[config.mk]
export PLATFORM = sky130hd
export DESIGN_NAME = xport_selector
export DESIGN_NICKNAME = d
export VERILOG_FILES = /design/src/rtl/xps_pkg.sv /design/src/rtl/xps_wr_counters.sv /design/src/rtl/xps_rd_table.sv /design/src/rtl/xps_lowest_pick.sv /design/src/rtl/xport_selector.sv
export SDC_FILE = /design/constraint.sdc
export NUM_CORES = 1
export LEC_CHECK = 0
export ABC_AREA = 1
export BUFFER_PORTS_ARGS = -buffer_cell sky130_fd_sc_hd__buf_2
export CORE_MARGIN = 4
export CORE_UTILIZATION = 50
export DETAILED_ROUTE_END_ITERATION = 7
export PLACE_DENSITY = 0.68
export SLEW_MARGIN = 5
export SYNTH_ARGS = -nofsm -noshare
export SYNTH_HDL_FRONTEND = slang
export SYNTH_SLANG_ARGS = --single-unit
[constraint.sdc]
create_clock -name clk -period 2.11 [get_ports clk]
set_input_delay 0.5275 -clock clk [delete_from_list [all_inputs] [get_ports clk]]
set_output_delay 0.5275 -clock clk [all_outputs]
set_load 0.05 [all_outputs]
[src/rtl/xps_pkg.sv]
package xps_pkg;

  // Circular add used for the slot pointer and the departure row.
  function automatic int unsigned wrap_add(input int unsigned base,
                                           input int unsigned off,
                                           input int unsigned depth);
    int unsigned s;
    s = base + off;
    if (s >= depth) s = s - depth;
    return s;
  endfunction

  // Bits needed to hold a count from 0 up to maxval.
  function automatic int unsigned ctr_bits(input int unsigned maxval);
    return (maxval < 1) ? 1 : $clog2(maxval + 1);
  endfunction

endpackage

[src/rtl/xps_wr_counters.sv]
module xps_wr_counters #(
  parameter int N   = 4,
  parameter int S1  = 2,
  parameter int WCW = 2
) (
  input  logic             clk,
  input  logic             rst_n,
  input  logic             clr,
  input  logic [N-1:0]     inc_oh,
  output logic [N-1:0]     room,
  output logic [N*WCW-1:0] cnt_flat
);
  localparam logic [WCW-1:0] WMAX = WCW'(S1);

  logic [WCW-1:0] cnt [N];

  // Clearing wins: a request seen together with the boundary belongs to the ending slot.
  always_ff @(posedge clk or negedge rst_n) begin
    if (!rst_n) begin
      for (int p = 0; p < N; p++) cnt[p] <= '0;
    end else begin
      for (int p = 0; p < N; p++) begin
        if (clr) cnt[p] <= '0;
        else if (inc_oh[p] && cnt[p] < WMAX) cnt[p] <= cnt[p] + 1'b1;
      end
    end
  end

  for (genvar g = 0; g < N; g++) begin : g_port
    assign room[g] = cnt[g] < WMAX;
    assign cnt_flat[g*WCW +: WCW] = cnt[g];
  end

endmodule

[src/rtl/xps_rd_table.sv]
module xps_rd_table #(
  parameter int N     = 4,
  parameter int DEPTH = 8,
  parameter int S2    = 2,
  parameter int RCW   = 2,
  parameter int PTRW  = 3
) (
  input  logic                   clk,
  input  logic                   rst_n,
  input  logic                   clr_en,
  input  logic [PTRW-1:0]        clr_row,
  input  logic [PTRW-1:0]        inc_row,
  input  logic [N-1:0]           inc_oh,
  input  logic [PTRW-1:0]        look_row,
  output logic [N-1:0]           room,
  output logic [DEPTH*N*RCW-1:0] cnt_flat
);
  localparam logic [RCW-1:0] RMAX = RCW'(S2);

  logic [RCW-1:0] tab [DEPTH][N];

  always_ff @(posedge clk or negedge rst_n) begin
    if (!rst_n) begin
      for (int r = 0; r < DEPTH; r++)
        for (int p = 0; p < N; p++) tab[r][p] <= '0;
    end else begin
      for (int r = 0; r < DEPTH; r++) begin
        for (int p = 0; p < N; p++) begin
          if (clr_en && clr_row == PTRW'(r))
            tab[r][p] <= '0;
          else if (inc_oh[p] && inc_row == PTRW'(r) && tab[r][p] < RMAX)
            tab[r][p] <= tab[r][p] + 1'b1;
        end
      end
    end
  end

  always_comb begin
    for (int p = 0; p < N; p++) room[p] = tab[look_row][p] < RMAX;
  end

  for (genvar r = 0; r < DEPTH; r++) begin : g_row
    for (genvar p = 0; p < N; p++) begin : g_col
      assign cnt_flat[(r*N+p)*RCW +: RCW] = tab[r][p];
    end
  end

endmodule

[src/rtl/xps_lowest_pick.sv]
module xps_lowest_pick #(
  parameter int N  = 4,
  parameter int PW = 2
) (
  input  logic [N-1:0]  vec,
  output logic [N-1:0]  oh,
  output logic [PW-1:0] idx,
  output logic          any
);
  // Scan from the top so the lowest set bit is the last one written.
  always_comb begin
    oh  = '0;
    idx = '0;
    any = 1'b0;
    for (int i = N - 1; i >= 0; i--) begin
      if (vec[i]) begin
        oh    = '0;
        oh[i] = 1'b1;
        idx   = PW'(i);
        any   = 1'b1;
      end
    end
  end

endmodule

[src/rtl/xport_selector.sv]
module xport_selector
  import xps_pkg::*;
#(
  parameter int N     = 4,
  parameter int S1    = 2,
  parameter int S2    = 2,
  parameter int DEPTH = 8
) (
  input  logic                     clk,
  input  logic                     rst_n,
  input  logic                     slot_end,
  input  logic                     req_valid,
  input  logic [$clog2(DEPTH)-1:0] req_delay,
  output logic                     gnt_valid,
  output logic [$clog2(N)-1:0]     gnt_port,
  output logic                     gnt_none
);
  localparam int PW   = $clog2(N);
  localparam int PTRW = $clog2(DEPTH);
  localparam int WCW  = ctr_bits(S1);
  localparam int RCW  = ctr_bits(S2);

  logic [PTRW-1:0]        cur_slot;
  logic [PTRW-1:0]        look_row;
  logic [N-1:0]           wr_room, rd_room, elig_vec, pick_oh, inc_oh;
  logic [PW-1:0]          pick_idx;
  logic                   pick_any, dly_ok, take_fire, fail_fire;
  logic [N*WCW-1:0]       wr_flat;
  logic [DEPTH*N*RCW-1:0] rd_flat;

  assign dly_ok    = req_delay != '0;
  assign look_row  = PTRW'(wrap_add(32'(cur_slot), 32'(req_delay), DEPTH));
  assign elig_vec  = wr_room & rd_room;
  assign take_fire = req_valid && dly_ok && pick_any;
  assign fail_fire = req_valid && !take_fire;
  assign inc_oh    = take_fire ? pick_oh : '0;

  xps_wr_counters #(.N(N), .S1(S1), .WCW(WCW)) wr_i (
    .clk(clk), .rst_n(rst_n), .clr(slot_end), .inc_oh(inc_oh),
    .room(wr_room), .cnt_flat(wr_flat)
  );

  xps_rd_table #(.N(N), .DEPTH(DEPTH), .S2(S2), .RCW(RCW), .PTRW(PTRW)) rd_i (
    .clk(clk), .rst_n(rst_n), .clr_en(slot_end), .clr_row(cur_slot),
    .inc_row(look_row), .inc_oh(inc_oh), .look_row(look_row),
    .room(rd_room), .cnt_flat(rd_flat)
  );

  xps_lowest_pick #(.N(N), .PW(PW)) pick_i (
    .vec(elig_vec), .oh(pick_oh), .idx(pick_idx), .any(pick_any)
  );

  always_ff @(posedge clk or negedge rst_n) begin
    if (!rst_n) begin
      cur_slot  <= '0;
      gnt_valid <= 1'b0;
      gnt_none  <= 1'b0;
      gnt_port  <= '0;
    end else begin
      if (slot_end) cur_slot <= PTRW'(wrap_add(32'(cur_slot), 1, DEPTH));
      gnt_valid <= take_fire;
      gnt_none  <= fail_fire;
      gnt_port  <= take_fire ? pick_idx : '0;
    end
  end

endmodule

==> flow_metrics.py <==
metrics = {
    "global_routing": {
        "grt_max_degree": 42,
        "track_usage_pct": 21.9,
        "overflow": 0,
        "antenna_found_initial": 0,
        "grt_pass1_wl_mm": 17.1,
        "grt_pass1_vias": 3623,
    },
    "floorplanning": {
        "rows": 33,
        "die_w_um": 100,
        "boundaryPins": 11,
        "core_area_um2": 8220,
        "die-area_um2": 9990,
        "die_h_um": 100,
        "start_util_pct": 51.5,
    },
    "layout": {
        "fin_nets": 632,
        "final_common_cell": "nand2_1",
        "diodes": 0,
        "layout_common_cells": "nand2_1 (157), dfrtp_1 (79), inv_1 (62)",
        "stdcell_area_um2": 5430,
        "fillers": 683,
        "final_util_pct": 66.1,
        "syn2layout_area_growth_pct": 28.4,
        "post_route_cells_drive_above_1_share_pct": 32.0,
    },
    "clock_network": {
        "htree_levels": 3,
        "cts_buffer_depth": 2,
        "clk_latency_ps": 350,
        "cts_tree": "built",
        "cts_buffers": 9,
        "clock-sinks": 79,
        "root_buffer": "clkbuf_8",
        "clkTransAtPathRegs_ps": 80,
    },
    "sta": {
        "final.setup_skew_ps": 10.5,
        "slew_headroom_pct": 66.1,
        "setup_viol": 76,
        "final.setup.tns_ps": -20010,
        "tightest_slew_ps": 508,
        "slew_viol_final": 0,
        "min_period_over_period_pct": 117,
        "fin_crit_ps": 2470,
        "timing.fmax_mhz": 405,
        "rsz0062_at_grt": "yes",
        "final_hold_viol_count": 0,
        "fin_ws_ps": -357,
    },
    "placement": {
        "io_buffers": 10,
        "dpl.hpwl_mm": 7.55,
        "gp_congestion": 0.920,
        "place_ws_ps": -591,
        "placed_cell_area_um2": 4750,
    },
    "power_and_ir_drop": {
        "leakage_nw": 2.79,
        "power_density_nw_per_um2": 1440,
        "ir_worst_vdd_mv": 0.687,
        "finalPower_w": 0.00782,
    },
    "run_status": {
        "outcome": "finished, violations left",
        "violations": "negative setup slack",
    },
    "logic_synthesis": {
        "syn_inst": 558,
        "synth-seq-cells": 79,
        "ys_types": 33,
        "ys_seq_area_share_pct": 46.8,
        "syn_nets": 573,
        "syn_area_per_cell_um2": 7.58,
        "synth_flop_cell": "dfrtp_1",
        "yosysWarnings": 0,
        "netlist_area_um2": 4230,
        "synth-edff-count": 0,
        "ys_async_sr_fraction_pct": 100,
    },
    "critical_path": {
        "slowest_delay_ps": 570,
        "startpoint_type": "flip-flop",
        "crit_top_cell": "nand2_1",
        "cp_max_fo": 8,
        "critical_path_class": "flip-flop to flip-flop",
        "worstPathRequired_ps": 2360,
        "cp_data_arrival_time_ps": 2720,
        "cp_num_buf_inv": 2,
        "path_delay_family": "simple AND/OR/NAND/NOR gates",
        "crit_chain": "ha_4 > inv_2 > fa_2 > buf_6 > nand2_1 > nand2_1 > nand2_2 > nand3_2 > nand2_4 > nor2_8 > nand2_8 > nor2_4 > nand2_2 > nand2_1 > nor2_1",
        "cp-end-kind": "flip-flop",
        "crit_slowest_cell": "fa_2",
    },
    "route": {
        "viasPerCell": 5.12,
        "wl_met2_mm": 5.49,
        "first_pass_iters": 4,
        "met3_length_um": 474,
        "wl_per_cell_um": 14.7,
        "wl_met1_mm": 4.56,
        "highest_layer": "met4",
        "drc": 0,
        "drtIter0Drc": 279,
        "routed_wl_mm": 10.7,
        "ant_nets": 0,
        "num_vias": 3715,
    },
    "run": {
        "cap_violations": 0,
    },
    "worst_hold_path": {
        "worst_hold_path_type": "input pin to asynchronous set/reset pin",
    },
}
## layout make-up
class	count	area, um^2	share of cell area, %
tap	105	131	2.42
inverter	78	308	5.67
sequential	79	1980	36.4
multi-input combinational	396	2360	43.4
clock buffer	12	165	3.04
clock inverter	3	65.1	1.20
timing repair buffer	53	424	7.81
## registers in the layout, summed over array words and instances (netlist names)
signal         count
rd_i.cnt_flat     64
gnt_none           1
cur_slot           3
gnt_valid          1
gnt_port           2
wr_i.cnt_flat      8
## cell usage after synthesis, types with 2 or more instances
cell | count | share of area, %
nand4_2 | 8 | 2.4
buf_4 | 4 | 0.71
nor2_4 | 2 | 0.53
nand3_2 | 2 | 0.47
xnor2_1 | 7 | 1.5
nand3_1 | 25 | 3.0
o21ai_0 | 6 | 0.71
dfrtp_1 | 79 | 47
inv_2 | 10 | 0.89
ha_1 | 7 | 2.1
a21oi_1 | 33 | 3.9
nand2_4 | 4 | 1.1
nand4_1 | 3 | 0.44
xor2_1 | 2 | 0.41
nor2_1 | 79 | 7.0
nor3_1 | 2 | 0.24
nand2_1 | 186 | 17
o21ai_1 | 5 | 0.59
or2_2 | 7 | 1.0
nor2_2 | 7 | 1.0
inv_1 | 67 | 5.9
nand2_2 | 2 | 0.30
## power breakdown
part,switching [W],internal [W]
registers,0.000400,0.00203
clock network,0.000547,0.000756
logic,0.00245,0.00164
total,0.00340,0.00442
## per-layer routing
layer	GRT usage, %	up-vias
met5	0	-
met4	7.67	0
met3	3.27	13
met2	37.3	71
met1	28.4	1794
li1	-	1837
## through the flow
stage / hold slack [ps] / cells
3_5_place_dp: 461 / 703
6_report: 133 / 726
5_1_grt: 168 / 726
2_1_floorplan: 232 / 558
3_3_place_gp: 447 / 703
4_1_cts: 152 / 720
## repair_timing
item | CTS | global route
endpoints found under the setup margin | 75 | 76
gates cloned | 0 | 2
gates resized for setup | 28 | 74
hold buffers | 0 | 0
endpoints found under the hold margin | 0 | 0
pin swaps | 2 | 20
setup buffers | 2 | 4
## cells by family after synthesis
kind of cell	count (synthesis)	synth area share [%]
and+or+nand+nor	329	34.7
adders and majority gates	8	2.55
AOI/OAI and AO/OA	48	6.01
DFF	79	46.8
xor gates and xnor gates	9	1.86
buffers and inverters	85	8.11
## worst paths after layout
path,end,depth (start not counted),from,slack [ps]
max,rd_i.cnt_flat[6],15,cur_slot[0],-360
min reg2reg,rd_i.cnt_flat[58],1,rd_i.cnt_flat[58],480
max reg2reg,rd_i.cnt_flat[6],15,cur_slot[0],-360
min,gnt_none,1,rst_n,130
max in group asynchronous,rd_i.cnt_flat[38],2,rst_n,1370
min in group clk,gnt_none,3,req_valid,400
Note: power is estimated with default switching activity, not from simulation.
